**src/rtl/hbrk_seq.sv**
```systemverilog
module hbrk_seq #(
  parameter int CW       = 16,
  parameter int WAIT_MAX = 64
) (
  input  logic          clk,
  input  logic          rst_n,
  input  logic          trip_n,
  input  logic          limit_n,
  input  logic          oc_flag,
  input  logic          uv_flag,
  input  logic          iload_low,
  input  logic          iline_low,
  input  logic          disc_open,
  input  logic          disc_closed,
  input  logic          cell_over_e,
  input  logic          cells_all_closed,
  input  logic [CW-1:0] dwell_limit,
  output logic          lcs_en,
  output logic          disc_en,
  output logic          lim_en,
  output logic          mb_block,
  output logic          rcb_open,
  output logic          st_open,
  output logic          st_closed,
  output logic          open_pulse,
  output logic          close_pulse,
  output logic          flt
);

  localparam logic [CW-1:0] TMO_AT = CW'(WAIT_MAX - 1);

  typedef enum logic [3:0] {
    S_CLOSED, S_LCS, S_DISC, S_MB, S_RES, S_OPEN, S_RDISC, S_FLT
  } st_t;

  st_t           state, nxt;
  logic          full, full_d;
  logic [CW-1:0] cnt;

  wire req = !limit_n || oc_flag || uv_flag;
  wire tmo = (cnt == TMO_AT);

  always_comb begin
    nxt    = state;
    full_d = full;
    unique case (state)
      S_CLOSED: begin
        if (!trip_n) begin
          nxt = S_LCS; full_d = 1'b1;
        end else if (req) begin
          nxt = S_LCS; full_d = 1'b0;
        end
      end
      S_LCS: begin
        if (!trip_n) full_d = 1'b1;
        if (iload_low) nxt = S_DISC;
        else if (tmo)  nxt = S_FLT;
      end
      S_DISC: begin
        if (!trip_n) full_d = 1'b1;
        if (disc_open) nxt = S_MB;
        else if (tmo)  nxt = S_FLT;
      end
      S_MB: begin
        if (full) nxt = S_RES;
        else if (!trip_n || cell_over_e || cnt == dwell_limit) begin
          nxt = S_RES; full_d = 1'b1;
        end else if (cells_all_closed || !req) nxt = S_RDISC;
      end
      S_RES: begin
        if (iline_low) nxt = S_OPEN;
        else if (tmo)  nxt = S_FLT;
      end
      S_RDISC: begin
        if (disc_closed) nxt = S_CLOSED;
        else if (tmo)    nxt = S_FLT;
      end
      default: nxt = state;
    endcase
  end

  always_ff @(posedge clk or negedge rst_n) begin
    if (!rst_n) begin
      state       <= S_CLOSED;
      full        <= 1'b0;
      cnt         <= '0;
      open_pulse  <= 1'b0;
      close_pulse <= 1'b0;
    end else begin
      state       <= nxt;
      full        <= full_d;
      open_pulse  <= (nxt == S_OPEN) && (state != S_OPEN);
      close_pulse <= (nxt == S_CLOSED) && (state == S_RDISC);
      if (nxt != state)                            cnt <= '0;
      else if (state != S_OPEN && state != S_FLT)  cnt <= cnt + 1'b1;
    end
  end

  assign lcs_en    = (state == S_CLOSED);
  assign disc_en   = (state == S_CLOSED) || (state == S_LCS) || (state == S_RDISC);
  assign lim_en    = (state == S_MB) && !full;
  assign mb_block  = ((state == S_MB) && full) || (state == S_RES) || rcb_open;
  assign rcb_open  = (state == S_OPEN) || (state == S_FLT);
  assign st_open   = rcb_open;
  assign st_closed = (state == S_CLOSED);
  assign flt       = (state == S_FLT);

endmodule

```
**config.mk**
```make
export PLATFORM = sky130hd
export DESIGN_NAME = hbrk_seq
export DESIGN_NICKNAME = d
export VERILOG_FILES = /design/src/rtl/hbrk_seq.sv
export SDC_FILE = /design/constraint.sdc
export NUM_CORES = 1
export LEC_CHECK = 0
export CAP_MARGIN = 10
export CORE_MARGIN = 2
export CORE_UTILIZATION = 42
export DETAILED_ROUTE_END_ITERATION = 10
export PLACE_DENSITY = 0.68
export SLEW_MARGIN = 30
export SYNTH_ARGS = -nofsm -noshare
export SYNTH_HDL_FRONTEND = slang
export SYNTH_SLANG_ARGS = --single-unit
export TNS_END_PERCENT = 100
```
**constraint.sdc**
```tcl
create_clock -name clk -period 2.1 [get_ports clk]
set_clock_uncertainty 0.2 [all_clocks]
set_input_delay 0.42 -clock clk [delete_from_list [all_inputs] [get_ports clk]]
set_output_delay 0.42 -clock clk [all_outputs]
set_load 0.02 [all_outputs]
```
==> key figures <==
Cells and area
  • Commonest non-fill, non-tap cell in the layout: buf_4
  • # diodes: 0
  • Fin util: between 70% and 80%
  • Multi-input gate area: 0.001405 mm²
  • Synth-to-Final Area Change: 65.34%
  • Nets: 312
  • Final Non-Filler Cells: 332
  • FF+latch area: ~580 µm²
  • Commonest non-fill, non-tap cells in the layout: buf_4, xor2_1, dfrtp_1, dlygate4sd2_1, clkdlybuf4s50_1
  • FILL cells: 285
  • Proportion of layout cells with a drive suffix above 1: a little over two fifths

Global routing
  • M1 GR Usage: between 30 and 40%
  • Busiest grt layer: met2
  • Routing usage on met3: between 2 and 3%
  • Total grt overflow: 0
  • Met2 GRT Util: 39.32%
  • Number of global-route vias before repair: 1908
  • GRT Total Usage: a little under a quarter
  • First-pass GRT wire length: between 9000 and 10000 µm
  • Initial antenna violation count: 0
  • Largest net degree at the start of global routing: 24

Clock tree
  • CTS Buffer Depth: 2
  • Root Driver: clkbuf_8
  • CTS Sinks: 23
  • Clock Latency Late Sink: approximately 260 ps
  • Clock slew at reported path FFs: around 80 ps
  • CTS buffer count: 3
  • CTS tree: built
  • Hold_buf cts: 0
  • CTS H-tree lvls: 1

Worst setup path
  • Setup crit start: cnt[9]
  • CP Capture Type: register
  • Slowest-stage cell, CP: nor4_1
  • CP endpoint: cnt[8]
  • Setup CP Type: register to register
  • Required time worst endpoint: 2050 ps
  • Worst Path Max Fanout: 6
  • Reg-to-reg endpoint: cnt[8]
  • Buf+Inv Stages, Crit Path: 2
  • Worst R2R Setup Slack: -270 ps
  • Worst r2r path cells: 7
  • Crit path DAT: 2320 ps
  • Worst path cell trace: nor4_1 -> nand4_1 -> buf_4 -> nor2_2 -> a211o_4 -> buf_12 -> nor4_4
  • Slowest stage delay, CP: around 570 ps
  • Worst r2r src: cnt[9]
  • CP Depth: 7
  • Setup crit start kind: register
  • Top delay family on crit path: simple AND/OR/NAND/NOR gates

Floorplanning
  • Die width: 69.43 µm
  • Die area: roughly 0.0048 mm²
  • Core area: 0.004058 mm²
  • I/O Pins: 38
  • Die H: just under 70 µm
  • Std-Cell Rows: 23
  • Initial Util: ~44%

Route
  • Via count: 1904
  • Drt initial violations: approximately 130
  • DRC violations left: 0
  • Drt first pass iters: 4
  • Wire length per cell: about 18 µm
  • ANT nets after route: 0
  • WL final: around 6100 µm
  • Vias per std cell: 5.735

Yosys
  • Post-synthesis sequential area ratio: between 30% and 40%
  • Netlist Area Pre-Place: roughly 0.0018 mm²
  • Ys Warns: 0
  • Syn Area/Cell: 9.268 µm²
  • Synth Instances: ~190
  • Adder-cell share of the synthesized area: 0.6959%
  • Post-Synth Simple-Gate Area: between 30% and 40%
  • Largest family of logic cells by synthesized area: simple AND/OR/NAND/NOR gates
  • Synthesized-area fraction occupied by xor and xnor cells: around 15%
  • EDFF count, synth: 0
  • Post-synthesis async set-or-reset flop share: between 90% and 100%
  • Distinct cells, synth: between 50 and 60
  • Register bit total from synthesis: 23
  • Top FF cell, synth: dfrtp_1
  • Area fraction in compound gates after synthesis: 11.97%
  • Post-Syn Nets: around 220
  • Mux cell area share after synthesis: less than 1%

Placed design
  • # port buffers: 37
  • Post-DP HPWL: ~3700 µm
  • Placed instance count: ~310
  • Gp weighted congestion: ~0.85

STA
  • Final WS setup: -272.3 ps
  • Final Hold Viols: 0
  • Maximum clock rate: approximately 420 MHz
  • Rel. slew slack: slightly above 60%
  • Max-slew violations: 0
  • Clock period minus worst slack: 2372 ps
  • Final setup fails: 18
  • RSZ-0062 raised after global routing: true
  • Least-Margin Pin Slew: 576.5 ps
  • Final worst-path cycle share: 113.0%

Power and ir drop
  • Peak VDD IR: 0.8475 mV
  • Design Power: 3.354 mW
  • PwrDens: about 1100 mW/mm²
  • P_leak: 1.262 nW

Status
  • Status: finished, violations left
  • Failing checks: negative setup slack

Run
  • Max-cap violations: 0

Hold path
  • Hold WC Path Type: input pin to asynchronous set/reset pin
[area by class of cell]
cell class	count	area share (%)
clock buffers	4	1.515
flip-flops and latches	23	19.53
repair buffers	97	28.87
well taps	50	2.104
multi-input cells	153	47.26
inverters	5	0.7155
[metal layers]
layer  routed length [µm]  share of wire, %  vias to the layer above
li1                     -                 -                      897
met1                 2606                43                      905
met2                 3005                49                       89
met3                  352               5.8                       13
met4                  116               1.9                        0
met5                    0                 0                        -
[stage by stage]
stage / setup TNS, ps / area [µm²] / hold slack [ps] / setup slack, ps
2_1_floorplan: -63.46 / 1815 / -75.59 / -31.73
3_3_place_gp: -8642 / 2526 / 402.4 / -428.7
3_5_place_dp: -9004 / 2526 / 392.2 / -461.2
4_1_cts: -717.0 / 2735 / 320.0 / -110.9
5_1_grt: -4496 / 2973 / 361.0 / -291.2
6_report: -3812 / 2973 / 307.7 / -272.3
[flip-flops by register name (all words and copies together), names as in the netlist]
register,count
cnt,16
full,1
close_pulse,1
state,4
open_pulse,1
[logic make-up after synthesis]
kind of cell / Yosys count
AND/OR/NAND/NOR: 90
XOR/XNOR: 31
AO/OA/AOI/OAI: 29
flip-flops: 23
buffers and inverters: 19
multiplexers: 1
adder cells (fa/ha/maj): 1
[cells in the mapped netlist (all sizes together), types with 2 or more instances]
| cell type | n | share of area [%] |
|---|---|---|
| a21oi | 9 | 2.5 |
| a221oi | 2 | 1.3 |
| a32oi | 2 | 0.97 |
| and3 | 6 | 2.1 |
| and4 | 2 | 1.1 |
| buf | 10 | 4.6 |
| clkbuf | 4 | 0.83 |
| dfrtp | 23 | 32 |
| inv | 5 | 1.0 |
| nand2 | 10 | 2.1 |
| nand2b | 3 | 1.0 |
| nand3 | 4 | 1.1 |
| nand3b | 5 | 2.3 |
| nand4 | 6 | 2.4 |
| nor2 | 13 | 2.7 |
| nor2b | 3 | 1.5 |
| nor3 | 6 | 1.7 |
| nor3b | 2 | 0.83 |
| nor4 | 23 | 11 |
| o21ai | 4 | 1.1 |
| or3 | 2 | 0.70 |
| xnor2 | 10 | 4.9 |
| xor2 | 21 | 10 |
[worst min path at each step]
stage	cells after the start	to	slack (ps)
floorplan	0	close_pulse	-80
global placement	2	cnt[15]	400
detailed placement	2	cnt[15]	390
CTS	2	cnt[5]	320
global route	2	cnt[5]	360
finish	2	cnt[5]	310
[what timing repair did]
action,in CTS,in global routing
endpoints found under the hold margin,0,0
setup endpoints to repair,28,27
gates cloned,1,1
pin swaps,16,11
buffers inserted,11,3
gates resized for setup,60,42
[worst reg2reg max path, stage by stage (launching register included)]
cell and delay [ps]:
dfrtp_1 480, nor4_1 570, nand4_1 160, buf_4 210
nor2_2 180, a211o_4 260, buf_12 160, nor4_4 40
[power breakdown]
group / switching, mW / total (mW) / internal (mW)
clock: 0.143 / 0.278 / 0.135
combinational: 1.26 / 2.47 / 1.21
sequential: 0.0905 / 0.600 / 0.510
(Power assumes the default switching activity.)
